--- src/rtl/vtg_pkg.sv ---
package vtg_pkg;
  localparam int HW = 12;
  localparam int VW = 11;

  typedef struct packed {
    logic [HW-1:0] hTot;
    logic [HW-1:0] hAct;
    logic [HW-1:0] hFp;
    logic [HW-1:0] hSw;
    logic [VW-1:0] vTot;
    logic [VW-1:0] vAct;
    logic [VW-1:0] vFp;
    logic [VW-1:0] vSw;
    logic          slave;
    logic          interlace;
  } vtgCfg_t;

  typedef struct packed {
    logic hAlign;
    logic vAlign;
  } vtgStrobe_t;

  typedef struct packed {
    logic lineEnd;
    logic fieldEnd;
  } vtgStatus_t;
endpackage

--- src/rtl/vtg_datapath.sv ---
module vtg_datapath
  import vtg_pkg::*;
(
  input  logic          clk,
  input  logic          rstN,
  input  vtgCfg_t       cfg,
  input  vtgStrobe_t    strobe,
  input  logic          field,
  output vtgStatus_t    status,
  output logic [HW-1:0] hCount,
  output logic [VW-1:0] vCount,
  output logic          hsAct,
  output logic          vsAct,
  output logic          active
);
  logic [HW-1:0] hSyncStart, hSyncEnd, hLast, hHalf;
  logic [VW-1:0] vSyncStart, vSyncEnd;
  logic [VW:0]   fieldLines, vLastWide;
  logic          vLastHit, halfLine, afterStart, beforeEnd;

  always_comb begin
    hSyncStart = cfg.hAct + cfg.hFp;
    hSyncEnd   = hSyncStart + cfg.hSw;
    hLast      = cfg.hTot - 1'b1;
    hHalf      = cfg.hTot >> 1;
    vSyncStart = cfg.vAct + cfg.vFp;
    vSyncEnd   = vSyncStart + cfg.vSw;
    if (!cfg.interlace)
      fieldLines = {1'b0, cfg.vTot};
    else if (field)
      fieldLines = {1'b0, cfg.vTot} >> 1;
    else
      fieldLines = ({1'b0, cfg.vTot} + 1'b1) >> 1;
    vLastWide = fieldLines - 1'b1;
    vLastHit  = ({1'b0, vCount} == vLastWide);
    status.lineEnd  = (hCount == hLast);
    status.fieldEnd = status.lineEnd && vLastHit;
  end

  // pixel and line counters; alignment strobes from the control side win
  always_ff @(posedge clk or negedge rstN) begin
    if (!rstN) begin
      hCount <= '0;
      vCount <= '0;
    end else begin
      if (strobe.hAlign)      hCount <= hSyncStart;
      else if (status.lineEnd) hCount <= '0;
      else                     hCount <= hCount + 1'b1;

      if (strobe.vAlign)       vCount <= vSyncStart;
      else if (status.lineEnd) vCount <= vLastHit ? '0 : vCount + 1'b1;
    end
  end

  // sync windows; the second interlaced field shifts vertical edges by half a line
  always_comb begin
    halfLine   = cfg.interlace && field;
    hsAct      = (hCount >= hSyncStart) && (hCount < hSyncEnd);
    afterStart = (vCount > vSyncStart) ||
                 ((vCount == vSyncStart) && (!halfLine || (hCount >= hHalf)));
    beforeEnd  = (vCount < vSyncEnd) ||
                 ((vCount == vSyncEnd) && halfLine && (hCount < hHalf));
    vsAct      = afterStart && beforeEnd;
    active     = (hCount < cfg.hAct) && (vCount < cfg.vAct);
  end

  a_r2_pixel_step: assert property (@(posedge clk) disable iff (!rstN)
    !strobe.hAlign |=> ((hCount == $past(hCount) + 1'b1) || (hCount == '0)));

  a_r2_pixel_bound: assert property (@(posedge clk) disable iff (!rstN)
    hCount < cfg.hTot);

  a_r2_line_bound: assert property (@(posedge clk) disable iff (!rstN)
    {1'b0, vCount} < fieldLines);
endmodule

--- src/rtl/vtg_ctrl.sv ---
module vtg_ctrl
  import vtg_pkg::*;
(
  input  logic       clk,
  input  logic       rstN,
  input  vtgCfg_t    cfgIn,
  input  logic       hsyncIn,
  input  logic       vsyncIn,
  input  logic       hPol,
  input  logic       vPol,
  input  vtgStatus_t status,
  output vtgCfg_t    cfgEff,
  output vtgStrobe_t strobe,
  output logic       field,
  output logic       syncLost
);
  vtgCfg_t     shadow;
  logic        pending;
  logic        prevH, prevV, hInAct, vInAct, hEdge, vEdge;
  logic        flip, fieldNext, update;
  logic [HW:0] hGap;
  logic [VW:0] vGap;
  logic        hLost, vLost;

  always_comb begin
    cfgEff = pending ? cfgIn : shadow;
    hInAct = hPol ? hsyncIn : ~hsyncIn;
    vInAct = vPol ? vsyncIn : ~vsyncIn;
    hEdge  = cfgEff.slave & hInAct & ~prevH;
    vEdge  = cfgEff.slave & vInAct & ~prevV;
    strobe.hAlign = hEdge;
    strobe.vAlign = vEdge;
    flip      = cfgEff.slave ? vEdge : status.fieldEnd;
    fieldNext = cfgEff.interlace ? (field ^ flip) : 1'b0;
    if (pending)           update = 1'b1;
    else if (cfgEff.slave) update = vEdge & ~fieldNext;
    else                   update = status.fieldEnd & (~cfgEff.interlace | field);
    hLost    = cfgEff.slave & (hGap >= {cfgEff.hTot, 1'b0});
    vLost    = cfgEff.slave & (vGap >= {cfgEff.vTot, 1'b0});
    syncLost = hLost | vLost;
  end

  always_ff @(posedge clk or negedge rstN) begin
    if (!rstN) begin
      shadow  <= '0;
      pending <= 1'b1;
      prevH   <= 1'b0;
      prevV   <= 1'b0;
      field   <= 1'b0;
    end else begin
      pending <= 1'b0;
      if (update) shadow <= cfgIn;
      prevH <= hInAct;
      prevV <= vInAct;
      field <= fieldNext;
    end
  end

  // saturating gap counters for received sync supervision
  always_ff @(posedge clk or negedge rstN) begin
    if (!rstN) begin
      hGap <= '0;
      vGap <= '0;
    end else begin
      if (!cfgEff.slave || hEdge) hGap <= '0;
      else if (hGap != '1)        hGap <= hGap + 1'b1;

      if (!cfgEff.slave || vEdge)                vGap <= '0;
      else if (status.lineEnd && (vGap != '1))   vGap <= vGap + 1'b1;
    end
  end

  a_r9_cfg_held: assert property (@(posedge clk) disable iff (!rstN)
    (!pending && !status.fieldEnd && !strobe.vAlign) |=> (cfgEff == $past(cfgEff)));

  a_r7_field_hold: assert property (@(posedge clk) disable iff (!rstN)
    (cfgEff.interlace && !status.fieldEnd && !strobe.vAlign) |=> (field == $past(field)));

  a_r7_prog_field0: assert property (@(posedge clk) disable iff (!rstN)
    !cfgEff.interlace |=> !field);

  a_r12_edge_clears: assert property (@(posedge clk) disable iff (!rstN)
    strobe.hAlign |=> !hLost);
endmodule

--- src/rtl/vidTimingGen.sv ---
module vidTimingGen
  import vtg_pkg::*;
(
  input  logic          clk,
  input  logic          rstN,
  input  logic [HW-1:0] cfgHTotal,
  input  logic [HW-1:0] cfgHActive,
  input  logic [HW-1:0] cfgHFront,
  input  logic [HW-1:0] cfgHSync,
  input  logic [VW-1:0] cfgVTotal,
  input  logic [VW-1:0] cfgVActive,
  input  logic [VW-1:0] cfgVFront,
  input  logic [VW-1:0] cfgVSync,
  input  logic          cfgSlave,
  input  logic          cfgInterlace,
  input  logic          cfgHPol,
  input  logic          cfgVPol,
  input  logic          hsyncIn,
  input  logic          vsyncIn,
  output logic          hsyncOut,
  output logic          vsyncOut,
  output logic          activeVideo,
  output logic          fieldId,
  output logic [HW-1:0] pixelX,
  output logic [VW-1:0] lineY,
  output logic          syncLost
);
  vtgCfg_t    cfgIn, cfgEff;
  vtgStrobe_t strobe;
  vtgStatus_t status;
  logic       field, hsAct, vsAct;

  always_comb begin
    cfgIn.hTot      = cfgHTotal;
    cfgIn.hAct      = cfgHActive;
    cfgIn.hFp       = cfgHFront;
    cfgIn.hSw       = cfgHSync;
    cfgIn.vTot      = cfgVTotal;
    cfgIn.vAct      = cfgVActive;
    cfgIn.vFp       = cfgVFront;
    cfgIn.vSw       = cfgVSync;
    cfgIn.slave     = cfgSlave;
    cfgIn.interlace = cfgInterlace;
  end

  vtg_ctrl ctrl_i (
    .clk(clk), .rstN(rstN), .cfgIn(cfgIn),
    .hsyncIn(hsyncIn), .vsyncIn(vsyncIn), .hPol(cfgHPol), .vPol(cfgVPol),
    .status(status), .cfgEff(cfgEff), .strobe(strobe),
    .field(field), .syncLost(syncLost)
  );

  vtg_datapath dp_i (
    .clk(clk), .rstN(rstN), .cfg(cfgEff), .strobe(strobe), .field(field),
    .status(status), .hCount(pixelX), .vCount(lineY),
    .hsAct(hsAct), .vsAct(vsAct), .active(activeVideo)
  );

  assign hsyncOut = cfgHPol ? hsAct : ~hsAct;
  assign vsyncOut = cfgVPol ? vsAct : ~vsAct;
  assign fieldId  = field;
endmodule

--- config.mk ---
export PLATFORM = sky130hd
export DESIGN_NAME = vidTimingGen
export DESIGN_NICKNAME = d
export VERILOG_FILES = /design/src/rtl/vtg_pkg.sv /design/src/rtl/vtg_datapath.sv /design/src/rtl/vtg_ctrl.sv /design/src/rtl/vidTimingGen.sv
export SDC_FILE = /design/constraint.sdc
export NUM_CORES = 1
export LEC_CHECK = 0
export BUFFER_PORTS_ARGS = -buffer_cell sky130_fd_sc_hd__buf_2
export CELL_PAD_IN_SITES_DETAIL_PLACEMENT = 0
export CELL_PAD_IN_SITES_GLOBAL_PLACEMENT = 1
export CORE_UTILIZATION = 48
export DETAILED_ROUTE_END_ITERATION = 8
export PLACE_DENSITY = 0.84
export SLEW_MARGIN = 10
export SYNTH_ARGS = -nofsm -noshare
export SYNTH_HDL_FRONTEND = slang
export SYNTH_HIERARCHICAL = 1
export SYNTH_SLANG_ARGS = --single-unit
--- constraint.sdc ---
create_clock -name clk -period 7.6 [get_ports clk]
set_clock_uncertainty 0.15 [all_clocks]
set_input_delay 0.38 -clock clk [delete_from_list [all_inputs] [get_ports clk]]
set_output_delay 0.38 -clock clk [all_outputs]
set_load 0.005 [all_outputs]
**After elaboration in Yosys (flattened, before gate mapping)**

Index checks and enable logic that the tools add are counted.

- Equality and inequality tests: 6
- Shift-type cells: 0
- $mul: 0
- $add $sub $neg: 11
- Bitwise operators: 19
- Reduce and logical (&&, ||, !) cells: 19
- Div/mod/pow operators: 0
- Mux-type cells: 20
- $lt $le $gt $ge: 10

Operator list:

| cell | count |
|---|---|
| $mux 94 | 1 |
| $mux 11 | 5 |
| $mux 12 | 4 |
| $mux 13 | 2 |
| $add 12x1->12 const B | 2 |
| $add 12x12->12 | 2 |
| $ge 12x12->1 | 2 |
| $lt 12x12->1 | 2 |
| $sub 12x1->12 const B | 2 |
| $add 11x11->11 | 2 |
| $eq 11x11->1 | 2 |
| $lt 11x11->1 | 2 |
| $add 13x1->13 const B | 1 |
| $ge 13x13->1 | 1 |
| $ne 13x13->1 const B | 1 |
| $add 11x1->12 const B | 1 |
| $eq 11x12->1 | 1 |
| $eq 12x12->1 | 1 |
| $ge 12x11->1 | 1 |
| $lt 12x11->1 | 1 |
| $ne 12x12->1 const B | 1 |
| $add 11x1->11 const B | 1 |
| $gt 11x11->1 | 1 |
| $logic_and 1x1->1 | 9 |
| other kinds (8) | 37 |

- Bits in registers: 146
- RAM bits: 0
- Memories kept: 0
- Output and inout port bits: 28
- Bits in read-only memories: 0
- Bits in latches: 0
- Word-level logic and storage cells: 103

**Depth between registers and ports, before layout**

Gate-level depths: netlist of the first run.

- Depth in word-level cells: 14
- Gate-level depth with buffers: 25
- Mapped depth without buffers: 22

**Modules after synthesis**

The synthesis of the first run kept the hierarchy.

Modules (own cells, without submodules):

| module | area an instance (µm²) | cells each | seq. area each (µm²) | times used |
|---|---|---|---|---|
| vtg_ctrl | 6839.1 | 531 | 3079.2 | 1 |
| vtg_datapath | 5995.8 | 752 | 575.6 | 1 |
| vidTimingGen | 17.5 | 2 | 0.0 | 1 |

**Worst setup path before layout of the first run**

No wires, ideal clock.

- Kind: reg-to-output
- Start point: register ctrl_i.pending
- End point: output port vsyncOut
- Buffers on the path: 3
- Arrival: 5570 ps
- Stages on the path, launching flop included: 25
- Slack: 1500 ps
- Data required time: 7070 ps
- Cells stage by stage: dfstp_2 > buf_4 > clkbuf_1 > clkbuf_1 > mux2_2 > ha_1 > a21o_1 > a21oi_1 > o21bai_1 > a21oi_1 > o21ai_0 > a21o_1 > a21oi_1 > xor2_1 > inv_1 > ha_1 > a31oi_1 > o311a_1 > o311ai_0 > xor2_1 > ha_1 > nand4_1 > or4_1 > a211oi_1 > xnor2_1

RTL lines:

| what | line | RTL |
|---|---|---|
| from (decl) | vtg_ctrl.sv:18 | `logic pending;` |
| from (signal assigned) | vtg_ctrl.sv:46 | `pending <= 1'b1;` |
| from (signal assigned) | vtg_ctrl.sv:51 | `pending <= 1'b0;` |
| to (decl) | vidTimingGen.sv:21 | `output logic vsyncOut,` |

==> impl.org, run 1 <==
** Pwr
- For this design the total switching power over the nets is 1.619 mW.
- Leakage Power :: 6.870 nW
- The clock network is responsible for 21.9% of the overall power.
- Switching Fraction :: 39.89%
- Internal Power :: 2.440 mW
- The worst-case IR drop observed on VDD is 0.0001375 V.
- Comb pwr share :: 50.4%
- In this run, flip-flops and latches consume 27.8% of the power.
- Power spread over the standard cell area amounts to 282.2 nW/um^2.

** Timing
- For the pin with the worst max-slew slack, the measured transition is 1138 ps.
- Worst-case headroom to the max-slew limit :: 23.57%
- Final count of negative-setup-slack endpoints :: 0
- Max-slew violation count :: 0
- Adding up every negative setup slack in the final design gives 0 ps.
- The final critical path takes up 91.97% of the cycle.
- Min cycle time layout :: 6989 ps
- Based on the critical path, the design can be clocked at up to 143.1 MHz.
- The hold violation total from the final report was 0.
- RSZ-0062 raised after global routing :: no

** Worst setup path
- Critical path data required time :: 7070 ps
- The worst setup path is captured at an output port.
- Crit-path max FO :: 54
- STA classifies the critical path startpoint as a flip-flop.
- The worst setup path is of the flip-flop to output port kind.
- Arrival time of the worst setup path :: 6460 ps

** Logic synthesis
- Register area share after synthesis :: 28.44%
- Yosys mapped a number of flops with a built-in enable equal to 0.
- The synthesized netlist devotes 6.883% of its cell area to XOR and XNOR gates.
- The synthesized netlist devotes 12.65% of its cell area to compound gates.
- Netlist Area Pre-Place :: 12850 um^2
- Simple-gate share of the synthesized area :: 13.23%
- Proportion of synthesized area in mux cells :: 18.51%
- Synth Warn # :: 6
- Mean area per synthesized cell :: 10.00 um^2
- Dominant combinational cell family by area after synthesis :: multiplexers
- Post-synthesis register bit count :: 146
- For this run, asynchronously set or reset flops after synthesis account for 100.0%.
- The netlist uses 85 different library cells.
- The synthesized netlist devotes 15.23% of its cell area to adder and majority cells.
- Instance count of the mapped netlist :: 1285
- Main flop type after synthesis :: sky130_fd_sc_hd__dfrtp_1
- When the netlist entered floorplanning its net count stood at 1539.

** Global routing
- Global-route wire length before repair :: 50730 um
- The number of global-route vias before repair is 9740.
- Global routing used 22.90% of the available tracks across all layers.
- Pin count of the biggest net entering global routing :: 83
- Global routing finished with a remaining overflow of 0.
- The initial antenna violation count came to 0.

** Run
- Max-cap check violation count :: 0

** Placement
- Number of buffers added on ports :: 127
- At the end of routability-driven placement, the weighted congestion stood at 0.8648.
- Post-Place Cell Area :: 13770 um^2
- After legalization and detailed placement, the total HPWL measured 22790 um.

** Clock network
- Clock Tree Root :: sky130_fd_sc_hd__clkbuf_16
- Clock insertion delay at the later pin of the skew report :: 430 ps
- Counting along the longest clock path gives a buffer depth of 2.
- CTS H-Tree Depth :: 4
- CTS saw 146 sinks.
- Clock-pin slew on the worst setup and hold paths :: 70 ps
- TritonCTS built the clock tree.
- Cts bufs inserted :: 17

** Drt
- Vias/cell :: 5.661
- After detailed routing, the total wire length is 30780 um.
- For this run, the detailed router's first-pass iteration total came to 7.
- After detailed routing, the average wire length per cell comes to 17.61 um.
- Antenna-violating nets left :: 0
- Post-route DRC violation count :: 14
- Routed vias :: 9896
- In this run, the number of DRC markers left after iteration 0 of detailed routing was 468.

** Cells and area
- The net count of the finished layout is 1654.
- Cells fill 55.04% of the core in the end.
- 0 antenna diodes ended up in the layout.
- Layout cells sized above 1 :: 25.48%
- Relative to the synthesized area, the layout overhead comes to 11.92%.
- Once layout is done, the placed cells without fillers occupy 14380 um^2.

** Die
- The floorplan has 59 rows.
- The die is 165.6 um wide.
- The initial utilization of the core area, before any placement, comes to 49.18%.
- Area of the placeable core :: 26130 um^2
- The die covers 27430 um^2.
- Chip height :: 165.6 um
- 128 I/O pins were placed.

** Status
- The checks that failed: DRC.
- The flow ran to the end, but the final reports show violations.

** Min path
- Worst hold path class :: primary input to flip-flop
==> cell type report <==
| cell class | instances | area (um^2) |
|---|---|---|
| Clock buffer | 20 | 446.7 |
| Clock inverter | 12 | 156.4 |
| Fill cell | 2401 | 11750 |
| Inverter | 109 | 409.1 |
| Multi-Input combinational cell | 988 | 8567 |
| Sequential cell | 146 | 3659 |
| Tap cell | 335 | 419.2 |
| Timing Repair Buffer | 138 | 726.9 |
==> critical path: stages, from the launching register on <==
cell	delay (ps)
sky130_fd_sc_hd__dfstp_4	1100
sky130_fd_sc_hd__mux2_2	420
sky130_fd_sc_hd__ha_1	230
sky130_fd_sc_hd__fa_1	420
sky130_fd_sc_hd__a21o_1	190
sky130_fd_sc_hd__a21oi_1	240
sky130_fd_sc_hd__o21bai_1	110
sky130_fd_sc_hd__a21oi_1	240
sky130_fd_sc_hd__o21ai_0	190
sky130_fd_sc_hd__xor2_1	290
sky130_fd_sc_hd__ha_1	350
sky130_fd_sc_hd__or3_1	390
sky130_fd_sc_hd__o311a_1	130
sky130_fd_sc_hd__o311ai_0	120
sky130_fd_sc_hd__xor2_1	120
sky130_fd_sc_hd__ha_1	310
sky130_fd_sc_hd__nand4_1	100
sky130_fd_sc_hd__or4_1	510
sky130_fd_sc_hd__a211oi_1	280
sky130_fd_sc_hd__xnor2_1	150
sky130_fd_sc_hd__buf_2	130
==> kinds of logic (layout without fill, tap and decap cells) <==
logic type	after synthesis	count (layout)
other	1	1
adder cells (fa/ha/maj)	154	154
AND/OR/NAND/NOR	299	299
AO/OA/AOI/OAI	240	240
buffers and inverters	151	279
flip-flops	146	146
XOR/XNOR	101	101
multiplexers	193	193
==> cell usage after synthesis (4+ instances only) <==
master | count | area [um^2]
sky130_fd_sc_hd__nor3b_1 | 9 | 67.56
sky130_fd_sc_hd__fa_1 | 4 | 80.08
sky130_fd_sc_hd__a31oi_1 | 6 | 37.54
sky130_fd_sc_hd__inv_1 | 109 | 409.1
sky130_fd_sc_hd__xnor2_1 | 61 | 534.3
sky130_fd_sc_hd__nand2_1 | 53 | 198.9
sky130_fd_sc_hd__buf_2 | 8 | 40.04
sky130_fd_sc_hd__o21ai_1 | 10 | 50.05
sky130_fd_sc_hd__nor2b_1 | 13 | 81.33
sky130_fd_sc_hd__a21oi_1 | 52 | 260.3
sky130_fd_sc_hd__or3_1 | 8 | 50.05
sky130_fd_sc_hd__dfrtp_1 | 145 | 3628
sky130_fd_sc_hd__nand4_1 | 22 | 137.6
sky130_fd_sc_hd__buf_1 | 4 | 15.01
sky130_fd_sc_hd__o21ai_0 | 41 | 205.2
sky130_fd_sc_hd__nor2_1 | 51 | 191.4
sky130_fd_sc_hd__o21a_1 | 11 | 82.58
sky130_fd_sc_hd__ha_1 | 150 | 1877
sky130_fd_sc_hd__a211oi_1 | 12 | 90.09
sky130_fd_sc_hd__a221oi_1 | 4 | 35.03
sky130_fd_sc_hd__mux2_2 | 107 | 1205
sky130_fd_sc_hd__mux2i_1 | 25 | 250.2
sky130_fd_sc_hd__and3_1 | 14 | 87.58
sky130_fd_sc_hd__o211ai_1 | 8 | 60.06
sky130_fd_sc_hd__nor4b_1 | 7 | 61.31
sky130_fd_sc_hd__o21bai_1 | 9 | 67.56
sky130_fd_sc_hd__xor2_1 | 40 | 350.3
sky130_fd_sc_hd__nand2b_1 | 19 | 118.9
sky130_fd_sc_hd__a21o_1 | 41 | 307.8
sky130_fd_sc_hd__and2_1 | 5 | 31.28
sky130_fd_sc_hd__nor3_1 | 22 | 110.1
sky130_fd_sc_hd__o31ai_1 | 10 | 75.07
sky130_fd_sc_hd__buf_6 | 8 | 90.09
sky130_fd_sc_hd__nand3_1 | 37 | 185.2
sky130_fd_sc_hd__clkbuf_1 | 19 | 71.32
sky130_fd_sc_hd__mux2_4 | 60 | 900.9
sky130_fd_sc_hd__nand3b_1 | 8 | 60.06
==> what timing repair did <==
action	CTS	global route
endpoints found under the hold margin	81	0
hold buffers	1	0
buffers inserted	0	0
gates resized for setup	0	0
==> power by group through the flow <==
| stage | Combinational [mW] | Sequential [mW] | Clock [mW] |
|---|---|---|---|
| 6_report | 2.04 | 1.13 | 0.887 |
| 5_1_grt | 2.32 | 1.15 | 0.940 |
| 4_1_cts | 2.05 | 1.13 | 0.910 |
| 3_5_place_dp | 2.03 | 1.14 | 0 |
| 3_3_place_gp | 1.97 | 1.14 | 0 |
| 2_1_floorplan | 1.59 | 1.03 | 0 |
==> per-layer routing <==
metal	up-vias	GRT usage, %	routed length [um]
li1	4880	-	-
met1	4760	31.72	14940
met2	223	37.16	14180
met3	33	3.274	1179
met4	0	6.501	482
met5	-	0	0
==> state kept, by name, indices dropped and copies added, names as in the netlist <==
register and flops:
ctrl_i/prevV 1, ctrl_i/shadow 94, dp_i/vCount 11, dp_i/hCount 12, ctrl_i/prevH 1, ctrl_i/hGap 13
ctrl_i/field 1, ctrl_i/vGap 12, ctrl_i/pending 1
==> final timing paths <==
| kind | from | endpoint | slack [ps] | cells past startpoint |
|---|---|---|---|---|
| min in group asynchronous | rstN | ctrl_i/shadow[71] | 450 | 2 |
| worst min-delay path | cfgHActive[8] | ctrl_i/shadow[78] | 40 | 2 |
| worst max-delay path | ctrl_i/pending | vsyncOut | 610 | 20 |
| max in group asynchronous | rstN | ctrl_i/shadow[56] | 5450 | 3 |
| worst max register to register | ctrl_i/pending | ctrl_i/shadow[77] | 1080 | 17 |
| worst min register to register | ctrl_i/shadow[16] | ctrl_i/shadow[16] | 350 | 1 |
==> layout by cell type, fill, tap and decap left out, types with 11 or more instances in the layout <==
master	n
sky130_fd_sc_hd__o21a_1	11
sky130_fd_sc_hd__xnor2_1	61
sky130_fd_sc_hd__clkbuf_16	17
sky130_fd_sc_hd__nor3_1	21
sky130_fd_sc_hd__mux2i_1	25
sky130_fd_sc_hd__mux2_2	107
sky130_fd_sc_hd__a211oi_1	12
sky130_fd_sc_hd__nand3_1	37
sky130_fd_sc_hd__and3_1	14
sky130_fd_sc_hd__buf_2	126
sky130_fd_sc_hd__inv_1	109
sky130_fd_sc_hd__nand2_1	53
sky130_fd_sc_hd__nor2_1	51
sky130_fd_sc_hd__nand4_1	22
sky130_fd_sc_hd__o21ai_1	11
sky130_fd_sc_hd__xor2_1	40
sky130_fd_sc_hd__dfrtp_1	145
sky130_fd_sc_hd__o21ai_0	40
sky130_fd_sc_hd__ha_1	150
sky130_fd_sc_hd__nor2b_1	13
sky130_fd_sc_hd__a21oi_1	52
sky130_fd_sc_hd__mux2_4	60
sky130_fd_sc_hd__nand2b_1	19
sky130_fd_sc_hd__a21o_1	41
==> per-stage QoR <==
stage	instances	total power, mW	worst slack, ps	hold slack [ps]
2_1_floorplan	1285	2.619	1500	-65.59
4_1_cts	1748	4.090	585.2	19.62
3_3_place_gp	1715	3.109	1180	333.6
6_report	1748	4.059	610.7	38.88
5_1_grt	1748	4.411	200.9	28.69
3_5_place_dp	1715	3.173	1058	339.5
Note: power is estimated with default switching activity, not from simulation.
==> run 2: changes to the inputs <==
Settings changed: CAP_MARGIN from default to 20, CORE_UTILIZATION 48 to 52, GPL_ROUTABILITY_DRIVEN from default to 0, PLACE_DENSITY 0.84 to 0.9.
Clock period 7.6 ns to 9 ns, I/O delays scaled along.
==> run 2 against run 1 <==
  * Combinational power decreased by 15%
  * Via count increased by 0.27%
  * First-iteration DRC count is 27% higher
  * Clock power fell by 13%
  * Cell area about the same
  * Hold slack better by 76 ps
  * Highest routed layer unchanged
  * Worst setup slack better by 1000 ps
  * The run now ends clean
  * Die area is 7.6% lower
  * Largest power group unchanged
  * Critical path type unchanged
  * Non-clock buffer count is 1 lower
  * Sequential share of layout area about the same
  * Wire length is 1.5% lower
==> impl.org, run 2 (synthesized netlist as in run 1, its figures left out) <==
** Timing
- Number of hold-slack violations in the final timing report :: 0
- Final count of negative-setup-slack endpoints :: 0
- Max-slew violation count :: 0
- Maximum operating frequency :: 136.2 MHz
- Min cycle time layout :: 7340 ps
- At the pin with the least slew margin, the transition time is 1084 ps.
- Sum of negative setup slack :: 0 ps
- Post-Route Hold Slack :: 114.4 ps
- Final cycle utilization of the critical path :: 81.56%
- Setup slack on the critical path of the routed design comes to 1660 ps.
- Setup repair after global routing left no endpoint under its margin.
- In this run the tightest slew margin relative to its limit is 27.26%.

** Placement
- Post-detail-place hpwl :: 22450 um
- At the placement stage, the worst setup path has a slack of 2087 ps.
- In this run the cell area measured after placement is 13740 um^2.
- Number of buffers added on ports :: 127
- Inst Count DP :: 1702

** Pwr
- Leakage Power :: 6.879 nW
- Switching power :: 1.367 mW
- Combinational logic is responsible for 50.1% of the overall power.
- Internal power comes to 2.089 mW.
- Overall power :: 3.456 mW
- In this run switching power makes up 39.56% of total power.
- Registers are responsible for 27.6% of the overall power.
- The clock network burns 22.4% of the power.
- The worst-case IR drop observed on VDD is 0.0001332 V.
- Power density over the cells :: 240.3 nW/um^2

** Global routing
- Global routing finished with a remaining overflow of 0.
- Pin count of the biggest net entering global routing :: 86
- Global-route total usage across every layer :: 24.96%
- The initial antenna violation count is 0.
- The first global-routing pass estimated 51040 um of wire.
- Vias in the first global route :: 10.10k

** Worst setup path
- Critical path data required time :: 8400 ps
- Kind of critical path :: flip-flop to output port
- Count of buffer and inverter cells on the critical path :: 2
- Crit-path max FO :: 60
- The worst setup path is launched from a flip-flop.
- R2r setup slk :: 2290 ps
- Arrival time of the worst setup path :: 6740 ps
- Crit path max-delay family :: compound AO/OA/AOI/OAI gates
- The slowest stage of the critical path is the sky130_fd_sc_hd__dfstp_4 cell.
- In this design, the critical path's most frequently occurring cell is sky130_fd_sc_hd__a21oi_1.
- STA classifies the critical path endpoint as an output port.
- CP cell instances :: buf_4 > mux2_2 > ha_1 > fa_1 > a21o_1 > a21oi_1 > o21bai_1 > a21oi_1 > o21bai_1 > a21oi_1 > xnor2_1 > ha_1 > a21oi_1 > o22ai_1 > a211o_1 > a21oi_1 > xnor2_1 > xnor2_1 > ha_1 > a211oi_1 > xnor2_1 > buf_2
- Max stage delay on crit path :: 1120 ps

** Die
- I/O pin cnt :: 128
- The die is 159.2 um tall.
- Total die area :: 25350 um^2
- Number of cell rows :: 57
- Initial cell density of the core :: 53.00%
- Area of the placeable core :: 24250 um^2
- The die is 159.2 um wide.

** Cells and area
- The library cell used most frequently in the layout, excluding fill and tap cells, is sky130_fd_sc_hd__ha_1.
- Number of flip-flops under the largest register name :: 94
- After routing the design area is 14380 um^2.
- The library cells used most frequently in the layout, excluding fill and tap cells, are 150 x sky130_fd_sc_hd__ha_1, 145 x sky130_fd_sc_hd__dfrtp_1, 126 x sky130_fd_sc_hd__buf_2.
- The repair_antennas step left the layout with diodes totalling 0.
- Counting flops per register, the top entry is ctrl_i/shadow.
- Once layout is complete, the utilization of the core stands at 59.31%.
- Non-filler cells in the finished layout :: 1736
- Cells with a size suffix above 1 make up 25.42% of the layout.
- Number of fill cells :: 2162
- In the final layout, the registers with the most flip-flops are ctrl_i/shadow x94, ctrl_i/hGap x13.
- Compared with the post-synthesis result, the final layout area differs by 11.91%.
- The net count of the finished layout is 1653.

** Drt
- Post-route DRC violation count :: 0
- The detailed router finished its first iteration with 594 violations.
- Routed vias :: 9923
- The final layout contains routed wiring with a total length of 30320 um.
- In this run the top signal layer used is met4.
- Antenna-violating nets left :: 0
- Number of detailed-routing iterations run before antenna repair :: 5
- After detailed routing, the met3 layer carries 1384 um of wire.
- In the final routed layout, each cell accounts on average for 17.46 um.
- Routed length on met1 :: 14570 um
- In the routed layout, each cell is associated on average with a via count of 5.716.
- Met2 wire length :: 13760 um

** Clock network
- The cell sitting at the root of the clock tree is a sky130_fd_sc_hd__clkbuf_16.
- CTS Hold Bufs :: 1
- TritonCTS built the clock tree.
- Number of cells upsized or downsized after cts :: 0
- Cts bufs inserted :: 17
- Count of buffers added by post-CTS timing repair for setup :: 0
- Clock insertion delay at the later pin of the skew report :: 430 ps
- Clock-pin slew on the worst setup and hold paths :: 70 ps
- The H-tree generated during clock tree synthesis spans 4 levels.
- Sink Count :: 146
- Longest Clk Path Bufs :: 2

** Run
- Across the run, the number of max-cap violations was 0.

** Status
- Result of the run :: finished, final reports clean

** Min path
- Worst hold path class :: primary input to flip-flop
## run 2: cell count changes in the layout (fill, tap and decap cells not counted), sizes merged
cell,before,now
clkinvlp,4,3
bufinv,3,4
buf,137,135
clkbuf,20,21
## run 2: worst paths after layout
kind                       cells past startpoint                 to              start
max                                           22           hsyncOut     ctrl_i/pending
min                                            2   ctrl_i/shadow[6]        cfgVSync[4]
max reg2reg                                   18  ctrl_i/shadow[69]     ctrl_i/pending
min reg2reg                                    1  ctrl_i/shadow[16]  ctrl_i/shadow[16]
max in group asynchronous                      3     dp_i/hCount[5]               rstN
min in group asynchronous                      2  ctrl_i/shadow[72]               rstN
## run 2: final cells by class
class | instances | area, um^2 | share of cell area [%]
clock buffers | 20 | 446.7 | 3.106
clock inverters | 12 | 178.9 | 1.244
inverters | 109 | 409.1 | 2.845
multi-input cells | 988 | 8567 | 59.57
flip-flops and latches | 146 | 3659 | 25.44
well taps | 324 | 405.4 | 2.819
repair buffers | 137 | 716.9 | 4.985
## run 2: power groups by stage
stage	Sequential (mW)	Combinational [mW]	Clock [mW]
2_1_floorplan	0.871	1.34	0
3_3_place_gp	0.959	1.66	0
3_5_place_dp	0.958	1.71	0
4_1_cts	0.949	1.73	0.789
5_1_grt	0.967	1.96	0.815
6_report	0.953	1.73	0.773
## run 2: per-layer routing
layer / up-vias / track usage [%]
met1: 4741 / 34.20
met5: - / 0
met2: 259 / 39.95
li1: 4880 / -
met4: 0 / 8.217
met3: 43 / 4.298
